===== config.mk =====
export PLATFORM = sky130hd
export DESIGN_NAME = rtc_shadow_top
export DESIGN_NICKNAME = d
export VERILOG_FILES = /design/src/rtl/rtc_pkg.sv /design/src/rtl/rtc_tick_div.sv /design/src/rtl/rtc_time_cnt.sv /design/src/rtl/rtc_rd_port.sv /design/src/rtl/rtc_shadow_top.sv
export SDC_FILE = /design/constraint.sdc
export NUM_CORES = 1
export LEC_CHECK = 0
export BUFFER_PORTS_ARGS = -buffer_cell sky130_fd_sc_hd__buf_2
export CAP_MARGIN = 20
export CORE_AREA = 2 2 128 130
export DETAILED_ROUTE_END_ITERATION = 8
export DIE_AREA = 0 0 130 132
export SETUP_SLACK_MARGIN = 0.1
export SLEW_MARGIN = 10
export SYNTH_ARGS = -nofsm -noshare
export SYNTH_HDL_FRONTEND = slang
export SYNTH_SLANG_ARGS = --single-unit

===== constraint.sdc =====
create_clock -name clk_rtc -period 6 [get_ports clk_rtc]
set_clock_uncertainty 0.15 [all_clocks]
set_input_delay 0.3 -clock clk_rtc [delete_from_list [all_inputs] [get_ports clk_rtc]]
set_output_delay 0.3 -clock clk_rtc [all_outputs]
set_load 0.05 [all_outputs]

===== src/rtl/rtc_pkg.sv =====
package rtc_pkg;
    // Register offsets; software relies on these exact byte addresses.
    localparam int OFF_SEC    = 'h08;
    localparam int OFF_SHADOW = 'h0C;
    localparam int OFF_MS     = 'h10;

    typedef enum logic {
        RD_IDLE,
        RD_REPLY
    } rd_state_e;
endpackage


===== src/rtl/rtc_tick_div.sv =====
module rtc_tick_div #(
    parameter int CLK_HZ  = 32768,
    parameter int TICK_HZ = 1000
) (
    input  logic clk,
    input  logic rst_n,
    output logic tick
);
    generate
        if (CLK_HZ % TICK_HZ == 0) begin : g_integer
            localparam int DIV   = CLK_HZ / TICK_HZ;
            localparam int CNT_W = (DIV > 1) ? $clog2(DIV) : 1;
            localparam logic [CNT_W-1:0] LAST = CNT_W'(DIV - 1);
            logic [CNT_W-1:0] cnt_q;

            assign tick = (cnt_q == LAST);

            always_ff @(posedge clk or negedge rst_n) begin
                if (!rst_n)    cnt_q <= '0;
                else if (tick) cnt_q <= '0;
                else           cnt_q <= cnt_q + 1'b1;
            end
        end else begin : g_fraction
            localparam int ACC_W = $clog2(CLK_HZ + TICK_HZ) + 1;
            localparam logic [ACC_W-1:0] INC = ACC_W'(TICK_HZ);
            localparam logic [ACC_W-1:0] MOD = ACC_W'(CLK_HZ);
            logic [ACC_W-1:0] acc_q;
            logic [ACC_W-1:0] sum;

            assign sum  = acc_q + INC;
            assign tick = (sum >= MOD);

            always_ff @(posedge clk or negedge rst_n) begin
                if (!rst_n)    acc_q <= '0;
                else if (tick) acc_q <= sum - MOD;
                else           acc_q <= sum;
            end
        end
    endgenerate
endmodule


===== src/rtl/rtc_time_cnt.sv =====
module rtc_time_cnt #(
    parameter int MS_PER_SEC = 1000,
    parameter int SEC_W      = 32,
    localparam int MS_W      = $clog2(MS_PER_SEC)
) (
    input  logic             clk,
    input  logic             rst_n,
    input  logic             tick,
    output logic [MS_W-1:0]  ms_q,
    output logic [SEC_W-1:0] sec_q
);
    localparam logic [MS_W-1:0] MS_LAST = MS_W'(MS_PER_SEC - 1);

    logic ms_wrap;
    assign ms_wrap = tick && (ms_q == MS_LAST);

    always_ff @(posedge clk or negedge rst_n) begin
        if (!rst_n)       ms_q <= '0;
        else if (ms_wrap) ms_q <= '0;
        else if (tick)    ms_q <= ms_q + 1'b1;
    end

    always_ff @(posedge clk or negedge rst_n) begin
        if (!rst_n)       sec_q <= '0;
        else if (ms_wrap) sec_q <= sec_q + 1'b1;
    end
endmodule


===== src/rtl/rtc_rd_port.sv =====
module rtc_rd_port
    import rtc_pkg::*;
#(
    parameter int ADDR_W = 8,
    parameter int DATA_W = 32,
    parameter int MS_W   = 10,
    parameter int SEC_W  = 32
) (
    input  logic              clk,
    input  logic              rst_n,
    input  logic              rd_en,
    input  logic [ADDR_W-1:0] rd_addr,
    input  logic [MS_W-1:0]   ms_q,
    input  logic [SEC_W-1:0]  sec_q,
    output logic [DATA_W-1:0] rd_data,
    output logic              rd_valid,
    output logic [SEC_W-1:0]  shadow_q
);
    rd_state_e         state_q, state_d;
    logic [DATA_W-1:0] sel_data;
    logic              hit_ms;

    // State register
    always_ff @(posedge clk or negedge rst_n) begin
        if (!rst_n) state_q <= RD_IDLE;
        else        state_q <= state_d;
    end

    // Transitions: accept, stay, chain, release
    always_comb begin
        state_d = state_q;
        unique case (state_q)
            RD_IDLE:  state_d = rd_en ? RD_REPLY : RD_IDLE;
            RD_REPLY: state_d = rd_en ? RD_REPLY : RD_IDLE;
        endcase
    end

    assign rd_valid = (state_q == RD_REPLY);
    assign hit_ms   = (rd_addr == ADDR_W'(OFF_MS));

    always_comb begin
        if (hit_ms)                               sel_data = DATA_W'(ms_q);
        else if (rd_addr == ADDR_W'(OFF_SEC))     sel_data = DATA_W'(sec_q);
        else if (rd_addr == ADDR_W'(OFF_SHADOW))  sel_data = DATA_W'(shadow_q);
        else                                      sel_data = '0;
    end

    // Output and snapshot registers
    always_ff @(posedge clk or negedge rst_n) begin
        if (!rst_n) begin
            rd_data  <= '0;
            shadow_q <= '0;
        end else if (rd_en) begin
            rd_data <= sel_data;
            if (hit_ms) shadow_q <= sec_q;
        end
    end
endmodule


===== src/rtl/rtc_shadow_top.sv =====
module rtc_shadow_top #(
    parameter int CLK_HZ     = 32768,
    parameter int TICK_HZ    = 1000,
    parameter int MS_PER_SEC = 1000,
    parameter int SEC_W      = 32,
    parameter int ADDR_W     = 8,
    parameter int DATA_W     = 32
) (
    input  logic              clk_rtc,
    input  logic              rst_n,
    input  logic              rd_en,
    input  logic [ADDR_W-1:0] rd_addr,
    output logic [DATA_W-1:0] rd_data,
    output logic              rd_valid
);
    localparam int MS_W = $clog2(MS_PER_SEC);

    logic             ms_tick;
    logic [MS_W-1:0]  ms_cnt;
    logic [SEC_W-1:0] sec_cnt;
    logic [SEC_W-1:0] shadow_sec;

    rtc_tick_div #(.CLK_HZ(CLK_HZ), .TICK_HZ(TICK_HZ)) u_div (
        .clk   (clk_rtc),
        .rst_n (rst_n),
        .tick  (ms_tick)
    );

    rtc_time_cnt #(.MS_PER_SEC(MS_PER_SEC), .SEC_W(SEC_W)) u_cnt (
        .clk   (clk_rtc),
        .rst_n (rst_n),
        .tick  (ms_tick),
        .ms_q  (ms_cnt),
        .sec_q (sec_cnt)
    );

    rtc_rd_port #(.ADDR_W(ADDR_W), .DATA_W(DATA_W), .MS_W(MS_W), .SEC_W(SEC_W)) u_rd (
        .clk      (clk_rtc),
        .rst_n    (rst_n),
        .rd_en    (rd_en),
        .rd_addr  (rd_addr),
        .ms_q     (ms_cnt),
        .sec_q    (sec_cnt),
        .rd_data  (rd_data),
        .rd_valid (rd_valid),
        .shadow_q (shadow_sec)
    );
endmodule


======== Word level (Yosys, flattened, before mapping) ========
Index checks and enable logic that the tools add are counted.
word-level totals
  logic and storage cells ................. 25
  bits in registers ....................... 124
  input bits .............................. 11
cells by class
  eq/ne operators ......................... 4
  $lt $le $gt $ge ......................... 1
  add/sub/neg operators ................... 4
  reduce and logical (&&, ||, !) cells .... 3
  muxes and demuxes ....................... 7
operator list
  operator                  count
  $mux W32                  3
  $add A32 B1 Y32 const B   1
  $mux W10                  2
  $add A17 B10 Y17 const B  1
  $ge A17 B16 Y1 const B    1
  $mux W17                  1
  $sub A17 B16 Y17 const B  1
  $eq A8 B4 Y1 const B      2
  $add A10 B1 Y10 const B   1
  $eq A10 B10 Y1 const B    1
  $eq A8 B5 Y1 const B      1
  $reduce_and A2 Y1         1
  $reduce_bool A2 Y1        1
  $logic_and A1 B1 Y1       1
  $mux W1                   1

======== Logic depth before layout (Yosys ltp) ========
  word-level depth ........................ 4
  gate-level depth with buffers ........... 14
  depth with buffers taken out ............ 12

======== By module ========
Synthesis repeated with hierarchy kept, for this count alone.
unflattened totals
  cell total of the unflattened synthesis .. 480
  area total of the unflattened synthesis .. 5656.7 um^2
modules (own cells, without submodules)
  module        sequential area each (um^2)  times used  cells an instance  area each (um^2)
  rtc_rd_port   1626.6                       1           225                2864.0
  rtc_time_cnt  1051.0                       1           190                2062.0
  rtc_tick_div  350.3                        1           65                 730.7

======== Least setup slack after synthesis ========
No wires, ideal clock.
  kind .................................... reg2reg
  start ................................... register u_div.g_fraction.acc_q[8]
  end ..................................... register u_cnt.sec_q[28]
  arrival ................................. 2.848 ns
  required time ........................... 5.770 ns
  slack ................................... 2.922 ns
  clock period less this slack ............ 3.078 ns
  cell stages (with the launch flop) ...... 15
  path buffers ............................ 3
  path through ............................ dfrtp_1 or4_1 buf_2 o31ai_1 xor2_1 inv_1 ha_1 nand3_1 nor3_1 nand2_1 o31a_1 buf_6 buf_6 nor4_4 xnor2_1
between the ends
  word-level cells in the longest chain between the ends .. 3
RTL lines
  item                    RTL line            RTL
  start, declared         rtc_tick_div.sv:27  logic [ACC_W-1:0] acc_q;
  start signal, assigned  rtc_tick_div.sv:35  else if (tick) acc_q <= sum - MOD;
  start signal, assigned  rtc_tick_div.sv:36  else acc_q <= sum;
  $add A17 B10 Y17        rtc_tick_div.sv:30  assign sum = acc_q + INC;
  $ge A17 B16 Y1          rtc_tick_div.sv:31  assign tick = (sum >= MOD);
  $logic_and A1 B1 Y1     rtc_time_cnt.sv:15  assign ms_wrap = tick && (ms_q == MS_LAST);
  end signal, assigned    rtc_time_cnt.sv:25  else if (ms_wrap) sec_q <= sec_q + 1'b1;
  end, declared           rtc_time_cnt.sv:10  output logic [SEC_W-1:0] sec_q
No other way between the ends.
A chain may end at the register's enable or synchronous reset.

======== Worst setup path after layout ========
  start ................................... register u_div.g_fraction.acc_q[7]
  end ..................................... register u_cnt.sec_q[31]
Same word-level chain as after synthesis.

==> flow_metrics.py <==
metrics = {
    "synth": {
        "yosys-top-cells-area": "dfrtp_1 56%, mux2_2 6.0%, xor2_1 3.9%",
        "synthDistinctLibCells": 40,
        "ys_seq_area_share_pct": 56.0,
        "syn_area_um2": 5410,
        "synth_flop_cell": "dfrtp_1",
        "yosys.cell_count.top_type": "dfrtp_1",
        "synth_edf_count": 0,
        "synth_cells": 484,
        "synth_top_area_share_pct": 56.0,
        "async_reset_ff_share_pct": 100,
        "yosysTopAreaCell": "dfrtp_1",
        "yosys-top-cells-count": "121 x dfrtp_1, 47 x nor2_1, 37 x a21oi_1",
        "synth_nets": 501,
        "synth.avg_cell_area_um2": 11.2,
        "synth_seq_cells": 121,
        "ys_warn_count": 0,
    },
    "timing": {
        "timing.final.ws_setup_ns": 2.55,
        "fmax_mhz": 290,
        "post-route-min-period_ns": 3.45,
        "tightestPinTransition_ns": 0.873,
        "period_share_pct": 57.4,
        "fin_tns_setup_ns": 0,
        "drv_slew": 0,
        "relSlewSlack_pct": 41.6,
        "setup_viol": 0,
        "hold_violations": 0,
        "rsz0062_at_grt": "no",
    },
    "drt": {
        "route.detailed.drc": 0,
        "antenna_left": 0,
        "vias": 3801,
        "routed_wl_um": 11200,
        "viasPerCell": 5.05,
        "drt_iter0_drc": 279,
        "firstDrtPassIters": 5,
        "wl_per_cell_um": 14.9,
    },
    "cts": {
        "htree_num_levels": 4,
        "cts_buffer_depth": 2,
        "hold_buffers": 1,
        "insertion_delay_ns": 0.41,
        "cts_tree": "yes",
        "clk_pin_slew_ns": 0.05,
        "tritoncts_num_sinks": 121,
        "clock-root-buffer": "clkbuf_16",
        "cts.repair.resized": 0,
        "cts_made_buffers": 17,
        "postCtsSetupRepairBufs": 0,
    },
    "power_and_ir_drop": {
        "intPower_uw": 1400,
        "switching_share_pct": 23.2,
        "combPwrFrac_pct": 6.3,
        "clock_power_share_pct": 47.6,
        "power_density_nw_per_um2": 286,
        "peakVddDrop_mv": 0.200,
        "p_seq_share_pct": 46.1,
        "p_switching_uw": 422,
        "static-leakage-power_uw": 0.00291,
    },
    "setup_path": {
        "cp.required_ns": 6.18,
        "worstPathCellList": "nor4_1, nand2_1, nand3_1, xor2_1, ha_1, nand3_1, nor3_1, nand2_1, o31a_1, buf_4, nor4_1, xor2_1",
        "slowest_stage": "nor4_1",
        "crit_path_end_kind": "flop",
        "cpPeakStageDelay_ns": 0.50,
        "critical_path_arrival_ns": 3.62,
        "path_max_fanout": 27,
        "crit_path_start_kind": "flop",
        "r2r_start": "u_div.g_fraction.acc_q[7]",
        "startpoint": "u_div.g_fraction.acc_q[7]",
        "criticalPathCategory": "flop to flop",
    },
    "worst_hold_path": {
        "hold_path_class": "input port to flop",
        "hp-start": "rd_en",
    },
    "grt": {
        "grt_pass1_wl_um": 18900,
        "grt_usage_pct": 13.9,
        "grt_pass1_vias": 3879,
        "grt_overflow": 0,
        "antenna_found_initial": 0,
        "grt_max_degree": 67,
    },
    "floorplan": {
        "die_x_um": 130,
        "initial_core_util_pct": 34.4,
        "dieArea_um2": 17200,
        "pin_count": 44,
        "die_h_um": 132,
        "core_area_um2": 15700,
        "rows": 46,
    },
    "finish": {
        "drive_above_1_share_pct": 21.3,
        "regArea_um2": 3030,
        "nets": 545,
        "diodes": 0,
        "syn2layout_area_growth_pct": 17.8,
        "fillers": 1498,
        "multi_input_area_um2": 2240,
    },
    "place": {
        "post-place-ws_ns": 2.60,
        "hpwl_um": 7090,
        "gp_congestion": 0.816,
        "port_buffers": 43,
    },
    "status": {
        "outcome": "finished, final reports clean",
    },
    "run": {
        "cap_violations": 0,
    },
}
-- registers in the layout, indices dropped and copies added (netlist names) --
register	flops
u_rd.rd_valid	1
u_cnt.ms_q	10
u_cnt.sec_q	32
u_div.g_fraction.acc_q	14
u_rd.shadow_q	32
u_rd.rd_data	32
-- placed cells by master, fill, tap and decap left out, types with 11 or more instances in the layout --
| cell type | count |
|---|---|
| nor3_1 | 11 |
| mux2_2 | 29 |
| nor2_1 | 46 |
| xnor2_1 | 22 |
| nand3_1 | 21 |
| a21oi_1 | 37 |
| a22oi_1 | 22 |
| xor2_1 | 24 |
| clkbuf_16 | 17 |
| o21ai_0 | 12 |
| buf_2 | 42 |
| dfrtp_1 | 121 |
| and3_1 | 11 |
| nand2_1 | 25 |
| nand4_1 | 12 |
-- cells by family (layout without fill, tap and decap cells) --
kind of cell    count (synthesis)  count (layout)  share of synthesized area, %
buf+inv                        35              87                          2.82
xor+xnor                       46              46                          7.45
fa+ha+maj                       6               6                          1.39
compound gates                 96              96                          11.8
mux                            29              29                          6.04
flops                         121             121                          56.0
simple gates                  151             151                          14.5
-- cell type report --
| cell class | count | share of cell area, % |
|---|---|---|
| flip-flops and latches | 121 | 47.6 |
| multi-input cells | 328 | 35.2 |
| clock buffers | 22 | 7.45 |
| repair buffers | 51 | 4.60 |
| well taps | 216 | 4.25 |
| inverters | 9 | 0.531 |
| clock inverters | 5 | 0.393 |
-- metrics by stage --
step,cells,total power [uW],cell area (um2),hold WS (ns),utilization [%]
6_report,752,1820,6370,0.245,40.5
5_1_grt,752,1890,6370,0.286,40.5
4_1_cts,751,1850,6350,0.333,40.4
3_5_place_dp,723,968,5840,0.268,37.1
3_3_place_gp,723,967,5840,0.263,37.1
2_1_floorplan,484,926,5410,-0.146,-
-- worst max-delay path, delay by kind of cell, from the launching register on --
kind                     cells  cell delay, ns
AND/OR/NAND/NOR              7            1.57
adder cells (fa/ha/maj)      1            0.22
flip-flops                   1            0.42
buffers and inverters        1            0.24
AO/OA/AOI/OAI                1            0.29
XOR/XNOR                     2            0.46
-- layer usage --
metal  GRT usage [%]  up-vias  part of all wire, %
met1            18.3     1858                   48
met4            5.91        0                  1.3
met5               0        -                    0
li1                -     1850                    -
met2            21.0       78                   47
met3            4.18       15                  4.0
-- worst paths after layout --
kind	depth (start not counted)	endpoint	slack (ns)
setup / recovery	12	u_cnt.sec_q[31]	2.55
hold / removal	2	u_rd.rd_data[17]	0.24
max in group asynchronous	3	u_rd.shadow_q[5]	4.08
hold reg to reg	2	u_rd.shadow_q[28]	0.33
min in group asynchronous	2	u_rd.rd_data[27]	0.35
setup reg to reg	12	u_cnt.sec_q[31]	2.55
-- power groups by stage --
stage / Sequential [uW] / Combinational, uW / Clock [uW]
5_1_grt: 840 / 124 / 928
3_5_place_dp: 853 / 115 / 0
3_3_place_gp: 853 / 114 / 0
2_1_floorplan: 907 / 19.2 / 0
6_report: 840 / 115 / 866
4_1_cts: 840 / 116 / 890
Note: power is estimated with default switching activity, not from simulation.
